--- config.mk ---
export PLATFORM = sky130hd
export DESIGN_NAME = inep_dbuf_fifo
export DESIGN_NICKNAME = d
export VERILOG_FILES = /design/src/rtl/inep_pkg.sv /design/src/rtl/inep_buf_ram.sv /design/src/rtl/inep_bank_state.sv /design/src/rtl/inep_dbuf_fifo.sv
export SDC_FILE = /design/constraint.sdc
export NUM_CORES = 1
export LEC_CHECK = 0
export BUFFER_PORTS_ARGS = -buffer_cell sky130_fd_sc_hd__buf_4
export CORE_MARGIN = 1
export CORE_UTILIZATION = 58
export DETAILED_ROUTE_END_ITERATION = 16
export GPL_TIMING_DRIVEN = 1
export MAX_ROUTING_LAYER = met4
export PLACE_DENSITY = 0.73
export RECOVER_POWER = 25
export SETUP_SLACK_MARGIN = 0.15
export SLEW_MARGIN = 10
export SYNTH_ARGS = -nofsm -noshare
export SYNTH_HDL_FRONTEND = slang
export SYNTH_SLANG_ARGS = --single-unit
--- constraint.sdc ---
create_clock -name clk -period 4.9 [get_ports clk]
set_input_delay 1.47 -clock clk [delete_from_list [all_inputs] [get_ports clk]]
set_output_delay 1.47 -clock clk [all_outputs]
set_load 0.1 [all_outputs]
--- src/rtl/inep_pkg.sv ---
package inep_pkg;
  localparam int unsigned NUM_BANKS = 2;

  typedef logic bank_idx_t;

  function automatic bank_idx_t bank_flip(input bank_idx_t b);
    return ~b;
  endfunction
endpackage

--- src/rtl/inep_buf_ram.sv ---
module inep_buf_ram #(
  parameter int unsigned DATA_W = 8,
  parameter int unsigned ADDR_W = 7
) (
  input  logic              clk,
  input  logic              we,
  input  logic [ADDR_W-1:0] waddr,
  input  logic [DATA_W-1:0] wdata,
  input  logic [ADDR_W-1:0] raddr,
  output logic [DATA_W-1:0] rdata
);
  localparam int unsigned DEPTH = 2 ** ADDR_W;

  logic [DATA_W-1:0] mem [DEPTH];

  always_ff @(posedge clk) begin
    if (we) mem[waddr] <= wdata;
    rdata <= mem[raddr];
  end
endmodule

--- src/rtl/inep_bank_state.sv ---
module inep_bank_state #(
  parameter int unsigned CNT_W = 7
) (
  input  logic             clk,
  input  logic             rst,
  input  logic             wr_acc_i,
  input  logic             commit_i,
  input  logic             release_i,
  output logic [CNT_W-1:0] cnt_o,
  output logic             com_o
);
  always_ff @(posedge clk) begin
    if (rst || release_i) begin
      cnt_o <= '0;
      com_o <= 1'b0;
    end else begin
      if (wr_acc_i) cnt_o <= cnt_o + CNT_W'(1);
      if (commit_i) com_o <= 1'b1;
    end
  end
endmodule

--- src/rtl/inep_dbuf_fifo.sv ---
module inep_dbuf_fifo #(
  parameter int unsigned DATA_W     = 8,
  parameter int unsigned BANK_BYTES = 64,
  parameter int unsigned CNT_W      = $clog2(BANK_BYTES + 1)
) (
  input  logic              clk,
  input  logic              rst,
  input  logic              dma_en,
  output logic              dma_req,
  input  logic              wr_stb,
  input  logic [DATA_W-1:0] wr_data,
  input  logic              pkt_commit,
  output logic              pkt_ready,
  output logic [CNT_W-1:0]  pkt_len,
  input  logic              rd_stb,
  output logic [DATA_W-1:0] rd_data,
  input  logic              pkt_done
);
  import inep_pkg::*;

  localparam int unsigned IDX_W  = $clog2(BANK_BYTES);
  localparam int unsigned ADDR_W = IDX_W + 1;

  bank_idx_t                          wr_bank, rd_bank;
  logic [IDX_W-1:0]                   rd_ptr;
  logic                               auto_arm;
  logic [NUM_BANKS-1:0][CNT_W-1:0]    bank_cnt;
  logic [NUM_BANKS-1:0]               bank_com;
  logic [NUM_BANKS-1:0]               bank_wr, bank_commit, bank_rel, com_next;

  logic [CNT_W-1:0] cur_cnt;
  logic             cur_com, wr_acc, fill_hit, sw_ok, do_commit, done_acc;

  assign cur_cnt  = bank_cnt[wr_bank];
  assign cur_com  = bank_com[wr_bank];
  assign wr_acc   = wr_stb && !cur_com;
  assign fill_hit = wr_acc && (cur_cnt == CNT_W'(BANK_BYTES - 1));
  // Software commit is dropped on a held bank, or right after an automatic
  // commit when nothing has been written since.
  assign sw_ok    = pkt_commit && !cur_com &&
                    !((cur_cnt == '0) && !wr_acc && auto_arm);
  assign do_commit = fill_hit || sw_ok;
  assign done_acc  = pkt_done && bank_com[rd_bank];

  for (genvar i = 0; i < NUM_BANKS; i++) begin : g_bank
    assign bank_wr[i]     = wr_acc    && (wr_bank == 1'(i));
    assign bank_commit[i] = do_commit && (wr_bank == 1'(i));
    assign bank_rel[i]    = done_acc  && (rd_bank == 1'(i));
    assign com_next[i]    = (bank_com[i] || bank_commit[i]) && !bank_rel[i];

    inep_bank_state #(.CNT_W(CNT_W)) st_i (
      .clk       (clk),
      .rst       (rst),
      .wr_acc_i  (bank_wr[i]),
      .commit_i  (bank_commit[i]),
      .release_i (bank_rel[i]),
      .cnt_o     (bank_cnt[i]),
      .com_o     (bank_com[i])
    );
  end

  always_ff @(posedge clk) begin
    if (rst) begin
      wr_bank  <= 1'b0;
      rd_bank  <= 1'b0;
      rd_ptr   <= '0;
      auto_arm <= 1'b0;
      dma_req  <= 1'b0;
    end else begin
      if (do_commit) wr_bank <= bank_flip(wr_bank);
      if (done_acc) begin
        rd_bank <= bank_flip(rd_bank);
        rd_ptr  <= '0;
      end else if (rd_stb && pkt_ready) begin
        rd_ptr <= rd_ptr + IDX_W'(1);
      end
      if (do_commit)   auto_arm <= fill_hit;
      else if (wr_acc) auto_arm <= 1'b0;
      dma_req <= dma_en && !(&com_next);
    end
  end

  inep_buf_ram #(.DATA_W(DATA_W), .ADDR_W(ADDR_W)) ram_i (
    .clk   (clk),
    .we    (wr_acc),
    .waddr ({wr_bank, cur_cnt[IDX_W-1:0]}),
    .wdata (wr_data),
    .raddr ({rd_bank, rd_ptr}),
    .rdata (rd_data)
  );

  assign pkt_ready = bank_com[rd_bank];
  assign pkt_len   = bank_cnt[rd_bank];
endmodule

==> summary.txt <==
Clocking
  • Quantity of gates resized following cts: 0
  • Clk Latency, worst-skew pair: 0.65 ns
  • Hold_buf cts: 0
  • Postcts setup bufs: 0
  • Clock root buffer: clkbuf_16
  • Reg clk slew, reported paths: approximately 0.060 ns
  • CTS tree: built
  • Longest Clk Path Bufs: 3
  • CTS buffer count: 100
  • CTS Sinks: approximately 1100
  • Htree depth: 3

Logic synthesis
  • Mux contribution to synthesized area: 15.37%
  • Post-synth EDFFs: between 1000 and 1500
  • Main synth FF type: edfxtp_1
  • Largest cells by area after synthesis: edfxtp_1 (74%), mux4_2 (11%), mux2i_1 (4.6%), dfxtp_1 (1.6%), nor2_1 (1.4%)
  • Sequential cell area fraction in the yosys report: about three quarters
  • Synth Area in Compound Gates: ~3.6%
  • Post-synthesis async set-or-reset flop share: 0%
  • Unique masters post-synth: 54
  • Xor/xnor share of the synthesized area: less than 1%
  • Mapped Cells: about 2100
  • Area leader, netlist: edfxtp_1
  • Count of synthesis-stage warnings from yosys: 0
  • Largest family of logic cells by synthesized area: multiplexers
  • Post-Synthesis Net Count: between 2000 and 2500
  • Synth top cells by count: edfxtp_1 (1024), mux4_2 (193), mux2i_1 (191)
  • Adder-Cell Fraction of Synth Area: 0.09070%
  • Post-synthesis sequential element count: 1058
  • Syn_area_per_cell: slightly below 20 µm²
  • Synthesized-area fraction occupied by and/or/nand/nor cells: under 10%
  • Synth top area share: around 74%
  • Top-count cell post-synth: edfxtp_1
  • Post-Syn Area: around 41000 µm²

Pwr
  • Leakage: between 10 and 15 nW
  • Reg power frac: between 50% and 60%
  • Clock power share: between 40% and 50%
  • Combinational power share: 5.1%
  • Net switching power: between 3 and 4 mW
  • Worst IR Drop VDD: 0.3336 mV
  • Int Power: roughly 15 mW
  • Power Density: 405.7 nW/µm²
  • Sw Share: a little over a fifth

Detailed routing
  • Antenna-violating nets left: 0
  • Drt initial violations: roughly 2500
  • DRT Pass-1 Iters: 6
  • DRC: 0
  • Vias per cell: ~6.5
  • DR vias: just over 20000
  • Post-Route WL: 92760 µm
  • Wire per inst: 29.31 µm

STA
  • Setup Viol. Count Final: 0
  • Fin worst setup slack: approximately 1.1 ns
  • Max_slew headroom: -110.4%
  • Final Skew: slightly above 0.02 ns
  • RSZ-0062 raised after global routing: no
  • Tcrit/Tclk final: between 70 and 80%
  • Total Neg Setup Slack: 0 ns
  • Final Hold Fails: 0
  • Fin crit period: 3.819 ns
  • FMAX: 0.2618 GHz
  • Final Slew Violations: 540
  • Slew @ Worst Pin: roughly 3.2 ns

Global route
  • Overflow after GRT: 0
  • Tot GR Track Use: a little over a quarter
  • Antenna violations before repair: 2
  • Wire length of the first global-routing pass: around 140000 µm
  • Vias in the first global route: approximately 21000
  • Largest net degree at the start of global routing: just over 100

Floorplanning
  • Core Rows: just under 100
  • Initial core utilization: around three fifths
  • Die area: between 70000 and 80000 µm²
  • Core area: between 70000 and 80000 µm²
  • Die H: about 270 µm
  • IO Count: 32
  • Die W: approximately 270 µm

Setup path
  • Worst EP required: roughly 3.4 ns
  • Startpoint type of the worst setup path: flip-flop
  • CP max FO: 18
  • CP Class: reg -> out
  • CP arrival: ~2.4 ns
  • CP endpoint kind: output port

Finish
  • Layout cells sized above 1: between 10% and 20%
  • # nets final: 2161
  • Final Util: about two thirds
  • Area delta synth->final: 10.71%

Min path
  • HP Class: reg -> reg

Outcome
  • Status: finished, violations left
  • Failing checks: capacitance limit, slew limit

Place
  • I/O Buffers: 31
  • DP Worst Slack: between 1 and 1.5 ns
  • RePlAce Congestion: approximately 0.86
  • Hpwl dp: around 55000 µm

Run
  • Max-Cap Viols: 7
routing by layer:
layer	part of all wire (%)	GRT usage (%)	wire, µm
met1	40	37.40	37330
met2	47	40.46	43980
met5	0	-	0
met4	3.1	8.737	2879
met3	9.2	5.174	8574
critical path, cell delays in order, from the launching register on:
cell and delay (ns):
dfxtp_1 1.03, nand2_1 0.11, o21ai_1 0.22, buf_4 0.36
final cells by class:
type / count / area (µm²)
Sequential cell: 1058 / 31440
Multi-Input combinational cell: 900 / 9264
Antenna cell: 2 / 5.005
Clock inverter: 54 / 523.0
Clock buffer: 128 / 2720
Fill cell: 4516 / 24460
Timing Repair Buffer: 76 / 659.4
Tap cell: 940 / 1176
Inverter: 7 / 26.28
final timing paths:
path	end	slack, ns	depth (start not counted)	from
worst max-delay path	pkt_ready	1.08	3	rd_bank
worst min-delay path	dma_req	0.55	1	g_bank[0].st_i.com_o
worst max register to register	ram_i.mem[73][3]	1.30	4	wr_bank
worst min register to register	dma_req	0.55	1	g_bank[0].st_i.com_o
per-stage QoR:
step / power, mW / hold slack (ns) / instances / cell area [µm²]
global placement: 11.13 / 0.5054 / 2981 / 42600
finish: 18.59 / 0.5459 / 3165 / 45820
detailed placement: 11.15 / 0.5230 / 2981 / 42600
floorplan: 10.79 / 0.4635 / 2087 / 41380
global route: 19.04 / 0.5959 / 3165 / 45820
CTS: 18.65 / 0.5375 / 3163 / 45840
sequential cells by signal (all words and copies together), names as in the netlist:
signal and flops:
ram_i.mem 1024, dma_req 1, wr_bank 1, g_bank.st_i.com_o 2, rd_ptr 6, auto_arm 1, ram_i.rdata 8, g_bank.st_i.cnt_o 14
rd_bank 1
layout by cell type, fill, tap and decap left out, drive strengths merged, types with 3 or more instances in the layout:
| master | instances |
|---|---|
| a2111oi | 4 |
| and3 | 3 |
| mux2 | 9 |
| clkinvlp | 8 |
| clkbuf | 136 |
| nor2b | 10 |
| xnor2 | 7 |
| o21ai | 34 |
| nand2 | 29 |
| buf | 68 |
| o22ai | 5 |
| o221ai | 59 |
| xor2 | 7 |
| a31oi | 3 |
| inv | 8 |
| mux2i | 191 |
| ha | 3 |
| nor2 | 154 |
| a22oi | 34 |
| edfxtp | 1024 |
| mux4 | 193 |
| bufinv | 9 |
| a21oi | 67 |
| clkinv | 36 |
| dfxtp | 34 |
| nand3 | 37 |
| nand4 | 21 |
power groups by stage:
stage | Combinational (mW) | Clock [mW] | Sequential, mW
2_1_floorplan | 0.534 | 0 | 10.3
3_3_place_gp | 0.929 | 0 | 10.2
3_5_place_dp | 0.945 | 0 | 10.2
4_1_cts | 0.947 | 7.70 | 10.0
5_1_grt | 0.988 | 8.03 | 10.0
6_report | 0.940 | 7.63 | 10.0
cells by family after synthesis:
| kind of cell | count (synthesis) |
|---|---|
| xor gates and xnor gates | 14 |
| and+or+nand+nor | 273 |
| AOI/OAI and AO/OA | 217 |
| buffers and inverters | 129 |
| muxes | 393 |
| DFF | 1058 |
| adders and majority gates | 3 |
(Power assumes the default switching activity.)
